File: config.mk
export PLATFORM = sky130hd
export DESIGN_NAME = zol_seq
export DESIGN_NICKNAME = d
export VERILOG_FILES = /design/src/rtl/zol_seq.sv
export SDC_FILE = /design/constraint.sdc
export NUM_CORES = 1
export LEC_CHECK = 0
export BUFFER_PORTS_ARGS = -buffer_cell sky130_fd_sc_hd__buf_2
export CAP_MARGIN = 40
export CORE_MARGIN = 2
export CORE_UTILIZATION = 50
export DETAILED_ROUTE_END_ITERATION = 16
export PLACE_DENSITY = 0.77
export SETUP_SLACK_MARGIN = 0.15
export SLEW_MARGIN = 20
export SYNTH_ARGS = -nofsm -noshare
export SYNTH_HDL_FRONTEND = slang
export SYNTH_SLANG_ARGS = --single-unit
File: constraint.sdc
create_clock -name clk -period 5 [get_ports clk]
set_input_delay 1.5 -clock clk [delete_from_list [all_inputs] [get_ports clk]]
set_output_delay 1.5 -clock clk [all_outputs]
set_load 0.01 [all_outputs]
File: src/rtl/zol_seq.sv
module zol_seq #(
  parameter int AW    = 12,
  parameter int CW    = 8,
  parameter int DEPTH = 4
) (
  input  logic          clk,
  input  logic          rst_n,
  input  logic [AW-1:0] pc,
  input  logic [2:0]    op,
  input  logic          cond_ok,
  input  logic [AW-1:0] target,
  input  logic [AW-1:0] loop_end,
  input  logic [3:0]    loop_cond,
  input  logic [CW-1:0] loop_count,
  input  logic [3:0]    flags,
  input  logic          irq,
  output logic [AW-1:0] next_pc,
  output logic          idle,
  output logic          ovf,
  output logic          unf
);
  localparam int DW = $clog2(DEPTH + 1);
  localparam int IW = $clog2(DEPTH);
  localparam int LW = AW + 4;
  localparam logic [2:0] OP_JMP = 3'd1, OP_CALL = 3'd2, OP_RET = 3'd3,
                         OP_IDLE = 3'd4, OP_SETUP = 3'd5;

  logic [AW-1:0] pstk [DEPTH];
  logic [LW-1:0] lstk [DEPTH];
  logic [CW-1:0] cstk [DEPTH];
  logic [DW-1:0] pd, ld, cd;
  logic          iend;

  logic [DW-1:0] pm1, lm1, cm1;
  assign pm1 = pd - DW'(1);
  assign lm1 = ld - DW'(1);
  assign cm1 = cd - DW'(1);

  logic [AW-1:0] ptop, lend, pc_inc;
  logic [3:0]    lcode;
  logic [CW-1:0] ctop;
  assign ptop  = (pd != '0) ? pstk[pm1[IW-1:0]] : '0;
  assign lend  = (ld != '0) ? lstk[lm1[IW-1:0]][LW-1:4] : '0;
  assign lcode = (ld != '0) ? lstk[lm1[IW-1:0]][3:0] : '0;
  assign ctop  = (cd != '0) ? cstk[cm1[IW-1:0]] : '0;
  assign pc_inc = pc + AW'(1);

  logic hit, ucnt, term, is_x, taken, run, wake, lpass;
  assign hit   = (ld != '0) && (pc == lend);
  assign ucnt  = !lcode[3];
  assign term  = ucnt ? ((cd == '0) || (ctop == CW'(1)))
                      : (flags[lcode[1:0]] == lcode[2]);
  assign is_x  = (op == OP_JMP) || (op == OP_CALL) || (op == OP_RET);
  assign taken = is_x && cond_ok;
  assign run   = !idle;
  assign wake  = idle && irq;
  assign lpass = run && hit && !taken && (op != OP_IDLE) && (op != OP_SETUP);

  logic p_push, p_pop, l_push, l_pop, c_push, c_pop, c_dec;
  assign p_push = run && ((op == OP_SETUP) || (taken && op == OP_CALL));
  assign p_pop  = (run && ((taken && op == OP_RET && !hit) || (lpass && term))) ||
                  (wake && iend);
  assign l_push = run && (op == OP_SETUP);
  assign l_pop  = (lpass && term) || (wake && iend);
  assign c_push = l_push && !loop_cond[3];
  assign c_pop  = l_pop && ucnt;
  assign c_dec  = lpass && !term && ucnt && (cd != '0);

  always_comb begin
    if (idle)                next_pc = irq ? (iend ? lend + AW'(1) : pc_inc) : pc;
    else if (op == OP_SETUP) next_pc = pc_inc;
    else if (op == OP_IDLE)  next_pc = pc;
    else if (taken)          next_pc = (op == OP_RET) ? ((pd != '0) ? ptop : pc_inc) : target;
    else if (hit)            next_pc = term ? pc_inc : ptop;
    else                     next_pc = pc_inc;
  end

  always_ff @(posedge clk) begin
    if (!rst_n) begin
      pd <= '0; ld <= '0; cd <= '0;
      idle <= 1'b0; iend <= 1'b0; ovf <= 1'b0; unf <= 1'b0;
      for (int i = 0; i < DEPTH; i++) begin
        pstk[i] <= '0; lstk[i] <= '0; cstk[i] <= '0;
      end
    end else begin
      if (p_push) begin
        if (pd != DW'(DEPTH)) begin pstk[pd[IW-1:0]] <= pc_inc; pd <= pd + DW'(1); end
      end else if (p_pop && pd != '0) pd <= pm1;

      if (l_push) begin
        if (ld != DW'(DEPTH)) begin lstk[ld[IW-1:0]] <= {loop_end, loop_cond}; ld <= ld + DW'(1); end
      end else if (l_pop && ld != '0) ld <= lm1;

      if (c_push) begin
        if (cd != DW'(DEPTH)) begin cstk[cd[IW-1:0]] <= loop_count; cd <= cd + DW'(1); end
      end else if (c_pop && cd != '0) cd <= cm1;
      else if (c_dec) cstk[cm1[IW-1:0]] <= ctop - CW'(1);

      if (run && op == OP_IDLE) begin idle <= 1'b1; iend <= hit; end
      else if (wake) idle <= 1'b0;

      ovf <= ovf | (p_push && pd == DW'(DEPTH)) | (l_push && ld == DW'(DEPTH)) |
             (c_push && cd == DW'(DEPTH));
      unf <= unf | (p_pop && pd == '0) | (l_pop && ld == '0) | (c_pop && cd == '0);
    end
  end

  AST_OVF_STICKY: assert property (@(posedge clk) disable iff (!rst_n) ovf |=> ovf);
  AST_UNF_STICKY: assert property (@(posedge clk) disable iff (!rst_n) unf |=> unf);
  AST_SETUP_GROWS: assert property (@(posedge clk) disable iff (!rst_n)
    (run && op == OP_SETUP && ld != DW'(DEPTH)) |=> ld == $past(ld) + DW'(1));
  AST_TAKEN_KEEPS_LOOP: assert property (@(posedge clk) disable iff (!rst_n)
    (run && hit && taken) |=> (ld == $past(ld)) && (cd == $past(cd)) && (ctop == $past(ctop)));
  AST_IDLE_FROZEN: assert property (@(posedge clk) disable iff (!rst_n)
    (idle && !irq) |=> idle && $stable(pd) && $stable(ld) && $stable(cd));
  AST_WAKE_CLEARS: assert property (@(posedge clk) disable iff (!rst_n)
    (idle && irq) |=> !idle);
  AST_DEPTH_BOUND: assert property (@(posedge clk) disable iff (!rst_n)
    (pd <= DW'(DEPTH)) && (ld <= DW'(DEPTH)) && (cd <= DW'(DEPTH)));
endmodule

==> results.md <==
- Worst-margin pin slew: 0.7386 ns
- WL final: about 25000 um
- Initial antenna violation count: 0
- Final min period: ~5.2 ns
- Sw Pwr: 0.0008679 W
- Clk_lat worst skew: 0.43 ns
- CTS Sinks: roughly 160
- Worst Path Class, Setup: register to output pin
- DRT iter0 DRCs: a little under 700
- Diodes inserted: 0
- # fillers: between 1000 and 1500
- Critical-path maximum fanout: 7
- Power density over cell area: between 200 and 300 nW/um2
- Placer Congestion: ~0.91
- RSZ-0062 raised after global routing: true
- Period utilisation layout: 1.031
- Worst-path clk slew: 0.06 ns
- Hold Vio Cnt, Final: 0
- # rows: 50
- CP Launch Type: register
- Yosys warnings: 0
- TNS Setup: -0.6033 ns
- Gate Count Post-Synth: 867
- Gr usage total: 0.2519
- Syn_area_per_cell: 10.79 um2
- WL met2: between 10000 and 15000 um
- Synth Flop Type: edfxtp_1
- Post-synth EDFFs: about 140
- Die width: about 140 um
- Async S/R FF share, synth: 0
- DIE HEIGHT: roughly 140 um
- Post-synthesis sequential area ratio: 0.4902
- DRT Pass-1 Iters: 7
- Cell taking the most area after synthesis: edfxtp_1
- Hold WC Path Type: register to register
- Reg2Reg Launch Point: ld[0]
- IO Port Bufs: 73
- Sw Share: 0.2661
- WHS Endpoint: unf
- Cell mode on critical path: buf_6
- Setup ws final: -0.1560 ns
- #FFs+latches synth: 157
- Comb pwr share: 0.157
- Critical-path cell list: inv_4 -> ha_4 -> buf_6 -> mux4_2 -> nand2_2 -> or3_4 -> a221oi_4 -> and2_4 -> o21ai_4 -> buf_6 -> a222oi_1 -> o21ai_1 -> buf_2
- Seq pwr share: 0.460
- First-pass GRT wire length: 38710 um
- Worst Skew: ~0.011 ns
- Hpwl dp: approximately 17000 um
- NumNets Final: between 1000 and 1500
- CTS Hold Bufs: 0
- R2R Path End: ld[2]
- Share of the synthesized area in the top cell type: 0.4624
- Worst slew margin: 0.5070
- Yosys cell types: 81
- DR WL/cell: about 20 um
- Place WS: -0.1294 ns
- Hold path depth: 2
- Grt ovf: 0
- Die area: 19810 um2
- Fmax: slightly below 200 MHz
- Status: finished, violations left
- Hold Crit Start: unf
- Post-Layout Cell Count: 1253
- CP Data Arrival Time: roughly 3.7 ns
- Failing checks: setup timing
- Synth Net Count: ~940
- Share of cells above drive strength 1: 0.2964
- Final Max Slew Viols: 0
- Largest net degree at the start of global routing: 34
- Synth Cell Area: slightly above 9000 um2
- FF-to-FF setup slack: a little over 0.4 ns
- Max-cap viol count: 0
- Metal3 WL: ~1700 um
- Lkg Pwr: around 4.6 nW
- Worst EP required: about 3.5 ns
- CTS tree: yes
- Highest metal used: met4
- Synth top area cells: edfxtp_1 46%, mux4_2 8.4%, nor2_1 4.4%, and2_1 3.9%, nand2_1 3.6%
- Slowest-stage cell, CP: or3_4
- Pint: 0.002393 W
- CP peak stage delay: 0.41 ns
- H-tree depth: 4
- # DRC: 0
- Root Driver: clkbuf_16
- Vias in the first global route: ~7500
- WL met1: between 10000 and 15000 um
- Boundary pin count: 74
- Inserted Clock Buffers: 17
- Vias: about 7500
- Setup crit end kind: output pin
- Final ANT Viol Nets: 0
- Area delta synth->final: 22.04%
- Effective utilization at floorplan: 0.5050
- Post-Route Utilization: 0.6163
- Worst R2R Path Depth: 26
- Final setup fails: 7
- Peak VDD IR: 0.2458 mV
- Cells after DPL: approximately 1200
- Vias per std cell: about 6.0
- Clock Path Buffers: 2
- Clock network fraction of total power: 0.382
- Placeable Area: 18520 um2
==> placed cells by master, fill, tap and decap left out, drive strengths merged, types with 18 or more instances in the layout <==
cell    instances
and2           59
buf           175
nand3          19
nand2          89
mux2i          23
o21ai          36
clkbuf         18
edfxtp        144
mux4           35
and3           25
xnor2          26
inv            33
a21oi          28
nor2          109
==> synthesized netlist by cell type (12+ instances only) <==
cell type    n
mux2i_1     23
xnor2_1     26
mux4_2      35
ha_1        13
o21ai_0     24
inv_1       21
a21oi_1     27
and2_1      58
o211ai_1    12
dfxtp_1     13
nor2_1     109
edfxtp_1   144
nand3_1     19
nand2_1     89
and3_1      24
clkbuf_1    40
==> worst max-delay path by stage <==
stage,start,endpoint,slack [ns],cells after the start
2_1_floorplan,pc[4],next_pc[10],0.15,9
3_3_place_gp,pc[4],next_pc[0],-0.09,10
3_5_place_dp,pc[10],next_pc[0],-0.13,10
4_1_cts,ld[0],next_pc[0],-0.14,12
5_1_grt,ld[0],next_pc[3],-0.21,13
6_report,ld[0],next_pc[0],-0.16,13
==> kinds of logic after synthesis <==
kind of cell	after synthesis	synth area share
XOR/XNOR	37	0.03465
AO/OA/AOI/OAI	154	0.1171
flip-flops	157	0.4902
buffers and inverters	83	0.03599
AND/OR/NAND/NOR	358	0.1869
adder cells (fa/ha/maj)	13	0.01739
multiplexers	65	0.1177
==> flip-flops by register name, indices dropped and copies added (netlist names) <==
name	flops
ovf	1
pd	3
idle	1
ld	3
pstk	48
unf	1
cd	3
cstk	32
lstk	64
iend	1
==> layer usage <==
layer / vias to the layer above / track usage
li1: 3490 / -
met1: 3618 / 0.3346
met2: 348 / 0.4164
met3: 62 / 0.04042
met4: 0 / 0.1021
met5: - / 0
==> layout make-up <==
cell class                 instances  area (um2)  area share
inverter                          27       103.9    0.009100
timing repair buffer             176        1184      0.1037
sequential                       157        4588      0.4020
clock inverter                    14       133.9     0.01173
multi-input combinational        627        4681      0.4102
tap                              234       292.8     0.02566
clock buffer                      18       429.2     0.03761
==> what timing repair did <==
action                                  4_1_cts  5_1_grt
pin swaps                                    13       17
cloned                                        1        0
setup buffers                                26        7
gates resized for setup                      22       27
endpoints found under the setup margin       12       12
==> worst max-delay path, delay by kind of cell (launching register included) <==
family / cells / cell delay (ns)
AOI/OAI and AO/OA: 4 / 0.95
adders and majority gates: 1 / 0.33
buffers and inverters: 4 / 0.52
DFF: 1 / 0.38
muxes: 1 / 0.32
and+or+nand+nor: 3 / 0.73
==> per-stage QoR <==
stage / power (W) / hold WS (ns) / area [um2]
floorplan: 0.001826 / 0.4805 / 9439
global placement: 0.001989 / 0.5065 / 10350
detailed placement: 0.001998 / 0.5208 / 10350
CTS: 0.003254 / 0.5332 / 11230
global route: 0.003366 / 0.5644 / 11410
finish: 0.003261 / 0.5212 / 11410
==> power groups by stage <==
| stage | sequential, W | combinational [W] | clock (W) |
|---|---|---|---|
| after floorplan | 0.00152 | 0.000303 | 0 |
| after global placement | 0.00153 | 0.000463 | 0 |
| after detailed placement | 0.00153 | 0.000468 | 0 |
| after CTS | 0.00150 | 0.000489 | 0.00126 |
| after global routing | 0.00151 | 0.000552 | 0.00131 |
| final | 0.00150 | 0.000513 | 0.00125 |
Note: power is estimated with default switching activity, not from simulation.
